[config.mk]
export PLATFORM = sky130hd
export DESIGN_NAME = flseq_ctrl
export DESIGN_NICKNAME = d
export VERILOG_FILES = /design/src/rtl/flseq_pkg.sv /design/src/rtl/flseq_step_gen.sv /design/src/rtl/flseq_done_det.sv /design/src/rtl/flseq_ctrl.sv
export SDC_FILE = /design/constraint.sdc
export NUM_CORES = 1
export LEC_CHECK = 0
export CAP_MARGIN = 10
export CORE_ASPECT_RATIO = 0.75
export CORE_MARGIN = 3
export CORE_UTILIZATION = 56
export CTS_BUF_LIST = sky130_fd_sc_hd__clkbuf_8
export CTS_CLUSTER_DIAMETER = 60
export DETAILED_ROUTE_END_ITERATION = 10
export GPL_TIMING_DRIVEN = 0
export PLACE_DENSITY = 0.89
export SYNTH_ARGS = -nofsm -noshare
export SYNTH_HDL_FRONTEND = slang
export SYNTH_SLANG_ARGS = --single-unit
[constraint.sdc]
create_clock -name clk -period 5.7 [get_ports clk]
set_input_delay 1.14 -clock clk [delete_from_list [all_inputs] [get_ports clk]]
set_output_delay 1.14 -clock clk [all_outputs]
set_load 0.1 [all_outputs]
[src/rtl/flseq_pkg.sv]
package flseq_pkg;
    typedef enum logic [1:0] {
        OP_PROG = 2'b00,
        OP_SECT = 2'b01,
        OP_CHIP = 2'b10,
        OP_BAD  = 2'b11
    } op_e;

    typedef enum logic [1:0] {
        ST_IDLE = 2'd0,
        ST_CMD  = 2'd1,
        ST_POLL = 2'd2,
        ST_CONF = 2'd3
    } st_e;

    localparam logic [31:0] UNLOCK_ADR_A = 32'h0000_5555;
    localparam logic [31:0] UNLOCK_ADR_B = 32'h0000_2AAA;

    localparam logic [7:0] CODE_KEY1  = 8'hAA;
    localparam logic [7:0] CODE_KEY2  = 8'h55;
    localparam logic [7:0] CODE_WORD  = 8'hA0;
    localparam logic [7:0] CODE_ERASE = 8'h80;
    localparam logic [7:0] CODE_CHIP  = 8'h10;
    localparam logic [7:0] CODE_SECT  = 8'h30;
endpackage

[src/rtl/flseq_step_gen.sv]
module flseq_step_gen
    import flseq_pkg::*;
#(
    parameter int AW     = 16,
    parameter int DW     = 16,
    parameter int SECT_W = 11
) (
    input  op_e           op,
    input  logic [2:0]    step,
    input  logic [AW-1:0] taddr,
    input  logic [DW-1:0] tdata,
    output logic [AW-1:0] waddr,
    output logic [DW-1:0] wdata,
    output logic          last,
    output logic [AW-1:0] paddr
);
    localparam logic [AW-1:0] ADR_A    = UNLOCK_ADR_A[AW-1:0];
    localparam logic [AW-1:0] ADR_B    = UNLOCK_ADR_B[AW-1:0];
    localparam logic [AW-1:0] OFS_MASK = AW'((64'd1 << SECT_W) - 64'd1);

    logic [7:0]    code;
    logic          use_data;
    logic [AW-1:0] sect_base;

    assign sect_base = taddr & ~OFS_MASK;
    assign paddr     = (op == OP_SECT) ? sect_base : taddr;

    always_comb begin
        code     = CODE_KEY1;
        waddr    = ADR_A;
        use_data = 1'b0;
        last     = 1'b0;
        if (op == OP_PROG) begin
            case (step)
                3'd0: begin code = CODE_KEY1; waddr = ADR_A; end
                3'd1: begin code = CODE_KEY2; waddr = ADR_B; end
                3'd2: begin code = CODE_WORD; waddr = ADR_A; end
                default: begin
                    use_data = 1'b1;
                    waddr    = taddr;
                    last     = 1'b1;
                end
            endcase
        end else begin
            case (step)
                3'd0: begin code = CODE_KEY1;  waddr = ADR_A; end
                3'd1: begin code = CODE_KEY2;  waddr = ADR_B; end
                3'd2: begin code = CODE_ERASE; waddr = ADR_A; end
                3'd3: begin code = CODE_KEY1;  waddr = ADR_A; end
                3'd4: begin code = CODE_KEY2;  waddr = ADR_B; end
                default: begin
                    last = 1'b1;
                    if (op == OP_CHIP) begin
                        code  = CODE_CHIP;
                        waddr = ADR_A;
                    end else begin
                        code  = CODE_SECT;
                        waddr = sect_base;
                    end
                end
            endcase
        end
        wdata = use_data ? tdata : {{(DW-8){1'b0}}, code};
    end
endmodule

[src/rtl/flseq_done_det.sv]
module flseq_done_det #(
    parameter int DW = 16
) (
    input  logic          mode,
    input  logic          have_prev,
    input  logic          prev6,
    input  logic [DW-1:0] rdata,
    input  logic [DW-1:0] expect_w,
    output logic          seen,
    output logic          match
);
    logic tgl_seen;
    logic pol_seen;

    assign tgl_seen = have_prev && (rdata[6] == prev6);
    assign pol_seen = (rdata[7] == expect_w[7]);
    assign seen     = mode ? pol_seen : tgl_seen;
    assign match    = (rdata == expect_w);
endmodule

[src/rtl/flseq_ctrl.sv]
module flseq_ctrl
    import flseq_pkg::*;
#(
    parameter int AW         = 16,
    parameter int DW         = 16,
    parameter int SECT_W     = 11,
    parameter int MAX_POLLS  = 1000,
    parameter int CONF_READS = 2
) (
    input  logic          clk,
    input  logic          rst_n,
    input  logic          req_valid,
    input  logic [1:0]    req_op,
    input  logic          req_mode,
    input  logic [AW-1:0] req_addr,
    input  logic [DW-1:0] req_data,
    output logic          req_ready,
    output logic          done,
    output logic          err,
    output logic          bus_wr,
    output logic          bus_rd,
    output logic [AW-1:0] bus_addr,
    output logic [DW-1:0] bus_wdata,
    input  logic [DW-1:0] bus_rdata,
    input  logic          bus_rdy
);
    localparam int PW = $clog2(MAX_POLLS + 1);
    localparam int CW = $clog2(CONF_READS + 1);

    typedef struct packed {
        st_e           st;
        op_e           op;
        logic          mode;
        logic [AW-1:0] addr;
        logic [DW-1:0] data;
        logic [2:0]    step;
        logic [PW-1:0] pcnt;
        logic [CW-1:0] ccnt;
        logic          cbad;
        logic          have_prev;
        logic          prev6;
        logic          done;
        logic          err;
    } seq_t;

    seq_t q, d;

    logic [AW-1:0] step_addr;
    logic [DW-1:0] step_data;
    logic          step_last;
    logic [AW-1:0] poll_addr;
    logic [DW-1:0] expect_w;
    logic          seen;
    logic          match;
    logic          conf_bad;

    flseq_step_gen #(.AW(AW), .DW(DW), .SECT_W(SECT_W)) u_step (
        .op    (q.op),
        .step  (q.step),
        .taddr (q.addr),
        .tdata (q.data),
        .waddr (step_addr),
        .wdata (step_data),
        .last  (step_last),
        .paddr (poll_addr)
    );

    assign expect_w = (q.op == OP_PROG) ? q.data : {DW{1'b1}};

    flseq_done_det #(.DW(DW)) u_det (
        .mode      (q.mode),
        .have_prev (q.have_prev),
        .prev6     (q.prev6),
        .rdata     (bus_rdata),
        .expect_w  (expect_w),
        .seen      (seen),
        .match     (match)
    );

    assign conf_bad = q.cbad | ~match;

    always_comb begin
        d      = q;
        d.done = 1'b0;
        d.err  = 1'b0;
        case (q.st)
            ST_IDLE: begin
                if (req_valid) begin
                    d.op        = op_e'(req_op);
                    d.mode      = req_mode;
                    d.addr      = req_addr;
                    d.data      = req_data;
                    d.step      = 3'd0;
                    d.pcnt      = '0;
                    d.ccnt      = '0;
                    d.cbad      = 1'b0;
                    d.have_prev = 1'b0;
                    d.prev6     = 1'b0;
                    if (op_e'(req_op) == OP_BAD) begin
                        d.err = 1'b1;
                    end else begin
                        d.st = ST_CMD;
                    end
                end
            end
            ST_CMD: begin
                if (bus_rdy) begin
                    if (step_last) begin
                        d.st = ST_POLL;
                    end else begin
                        d.step = q.step + 3'd1;
                    end
                end
            end
            ST_POLL: begin
                if (bus_rdy) begin
                    d.pcnt = q.pcnt + 1'b1;
                    if (seen) begin
                        if (match) begin
                            d.done = 1'b1;
                            d.st   = ST_IDLE;
                        end else begin
                            d.st = ST_CONF;
                        end
                    end else if (q.pcnt == PW'(MAX_POLLS - 1)) begin
                        d.err = 1'b1;
                        d.st  = ST_IDLE;
                    end else begin
                        d.have_prev = 1'b1;
                        d.prev6     = bus_rdata[6];
                    end
                end
            end
            default: begin
                if (bus_rdy) begin
                    d.ccnt = q.ccnt + 1'b1;
                    d.cbad = conf_bad;
                    if (q.ccnt == CW'(CONF_READS - 1)) begin
                        d.st   = ST_IDLE;
                        d.err  = conf_bad;
                        d.done = ~conf_bad;
                    end
                end
            end
        endcase
    end

    always_ff @(posedge clk or negedge rst_n) begin
        if (!rst_n) begin
            q <= '0;
        end else begin
            q <= d;
        end
    end

    assign req_ready = (q.st == ST_IDLE);
    assign done      = q.done;
    assign err       = q.err;
    assign bus_wr    = (q.st == ST_CMD);
    assign bus_rd    = (q.st == ST_POLL) || (q.st == ST_CONF);
    assign bus_addr  = (q.st == ST_CMD) ? step_addr : poll_addr;
    assign bus_wdata = (q.st == ST_CMD) ? step_data : '0;
endmodule

==> results.cfg <==
[layout]
final_cell_mix = clkdlybuf4s50_1 (90), dfrtp_1 (57), nand2_1 (43), mux2_2 (39), a21oi_1 (37)
layout-drive-gt1-share_pct = 14.1
multiInputGateArea_sq_um = 2160
ff_latch_area_sq_um = 1430
antenna_cells = 0
layout_commonest_cell = clkdlybuf4s50_1
post-route-util_pct = 77.8
synthToLayoutAreaGrowth_pct = 32.7
layout.nets = 572
fill_cells = 438

[route]
viasPerCell = 6.29
drtIter0Drc = 357
remaining_drc_errors = 0
wl_um = 11000
drt_pass1_iterations = 5
drtAntennaViolNets = 0
wl_per_cell_um = 18.5
vias = 3723

[yosys]
synth_seq_area_share_pct = 38.1
synth_warnings = 0
synth_edf_count = 0
synth_compound_area_share_pct = 17.0
synth_area_per_cell_sq_um = 9.29
netlist.top_cell.by_area = dfrtp_1
async_reset_ff_share_pct = 100
synthAdderAreaFrac_pct = 3.68
synth_top_family_by_area = simple AND/OR/NAND/NOR gates
synth_area_sq_um = 3740
synth-main-ff-cell = dfrtp_1
syn_inst = 403
synth.net_count = 469
synth_top_area_share_pct = 38.1
synthTopCellsByArea = dfrtp_1 (38%), mux2_2 (12%), a21oi_1 (4.9%)
synth_xor_area_share_pct = 3.98
ys_seq_elements = 57
synth.distinct_cells = 56
muxShareOfSynthArea_pct = 13.1
synth-simple-area-share_pct = 19.8

[floorplan]
ioPinCount = 92
coreArea_sq_um = 6380
die_w_um = 100
std_cell_rows = 25
die_h_um = 76.8
start_util_pct = 58.7
dieArea_sq_um = 7710

[worst_setup_path]
cpMaxStageDelayCell = clkdlybuf4s50_1
crit_chain = buf_6 -> nor2_2 -> o21a_1 -> buf_2 -> clkbuf_1 -> nand2_1 -> a21oi_1 -> clkdlybuf4s50_1
cp-end-kind = output pin
path_class = register to output pin
crit_buf_inv = 4
slowest_delay_ns = 1.17
arrival_ns = 3.77
critPathRequiredTime_ns = 4.56
cp-start-kind = register
crit_family = buffers and inverters
critPathMaxFanout = 10

[timing]
slew_violations = 0
period_share_pct = 86.2
period_needed_ns = 4.91
grt_setup_unrepaired = no
hold_viol_final = 0
clock_skew_ns = 0.0119
slew-limit-headroom_pct = 33.2
setup_tns_ns = 0
finalSetupViolCount = 0
worstMarginPinSlew_ns = 0.999
fmax_mhz = 204

[status]
status = complete, no violations

[place]
place.port_buffers = 91
gp_congestion = 0.977
dp_hpwl_um = 7780

[cts]
cts.root.buffer_cell = clkbuf_8
numCtsBuffers = 9
postCtsHoldBufs = 0
htree_num_levels = 3
clock_path_buffers = 2
tritoncts = built
cts_setup_buffers = 0
clkSinkCount = 57
cts_resized = 0
clkSlewWorstSetupHoldPaths_ns = 0.07
clk-insertion-delay-late_ns = 0.35

[grt]
grt.total_usage_pct = 29.6
antenna_found_initial = 0
grt_remaining_overflow = 0
grt_pass1_vias = 3795
grt_pass1_wl_um = 18200
grt_max_degree = 37

[run]
maxCapViolations = 0

[hold_path]
hold_class = register to register
-- cells in the mapped netlist (6+ instances only) --
cell type and count:
nand2_1 43, o21ai_0 17, a21oi_1 37, dfrtp_1 57, nor2_1 19, mux2_2 39, clkbuf_1 11, xnor2_1 11
ha_1 11, o21a_1 8, and3_1 17, buf_2 6, inv_1 17, or4_1 10, xor2_1 6, nor3_1 10
nor4_1 12
-- routing by layer --
layer  up-vias  part of all wire [%]  global-route usage (%)
li1       1680                     -                       -
met1      1783                    42                    39.2
met2       229                    47                    46.3
met3        31                   9.5                    9.27
met4         0                   2.0                    9.42
met5         -                     0                       0
-- state kept, by name, indices dropped and copies added, names as in the netlist --
register and flops:
done 1, q 55, err 1
-- area by class of cell --
class	instances	area share (%)
Buffer	19	1.89
Clock buffer	10	2.77
Clock inverter	6	1.18
Inverter	18	1.36
Multi-Input combinational cell	309	43.4
Sequential cell	57	28.7
Tap cell	81	2.04
Timing Repair Buffer	92	18.6
-- worst reg2reg max path, cell delays in order (launching register included) --
cell and delay (ns):
dfrtp_1 0.40, inv_1 0.11, ha_1 0.28, buf_2 0.21
nand2_1 0.37, clkbuf_1 0.62, mux2_2 0.41
-- logic make-up (layout without fill, tap and decap cells) --
logic type	after synthesis	in the layout
buf+inv	37	145
flops	57	57
xor+xnor	17	17
simple gates	139	139
compound gates	98	98
fa+ha+maj	11	11
mux	44	44
-- final timing paths --
kind,endpoint,cells past startpoint,slack (ns),from
worst min-delay path,q[49],1,0.51,q[49]
max in group asynchronous,q[16],2,4.34,rst_n
worst max register to register,q[33],6,3.17,q[55]
worst min register to register,q[49],1,0.51,q[49]
worst max-delay path,bus_wdata[4],8,0.79,q[54]
min in group asynchronous,q[55],1,0.76,rst_n
-- metrics by stage --
stage	cell area, sq um	hold WS, ns	std cells	worst slack [ns]
final	4970	0.506	592	0.787
after global routing	4970	0.527	592	0.618
after CTS	4970	0.511	592	0.857
after detailed placement	4770	0.494	576	1.26
after global placement	4760	0.482	575	1.31
after floorplan	3740	0.471	403	0.916
Power is left out: the tool's default activity adds up to more than one toggle a clock period on the data nets, which glitch-free logic cannot reach.
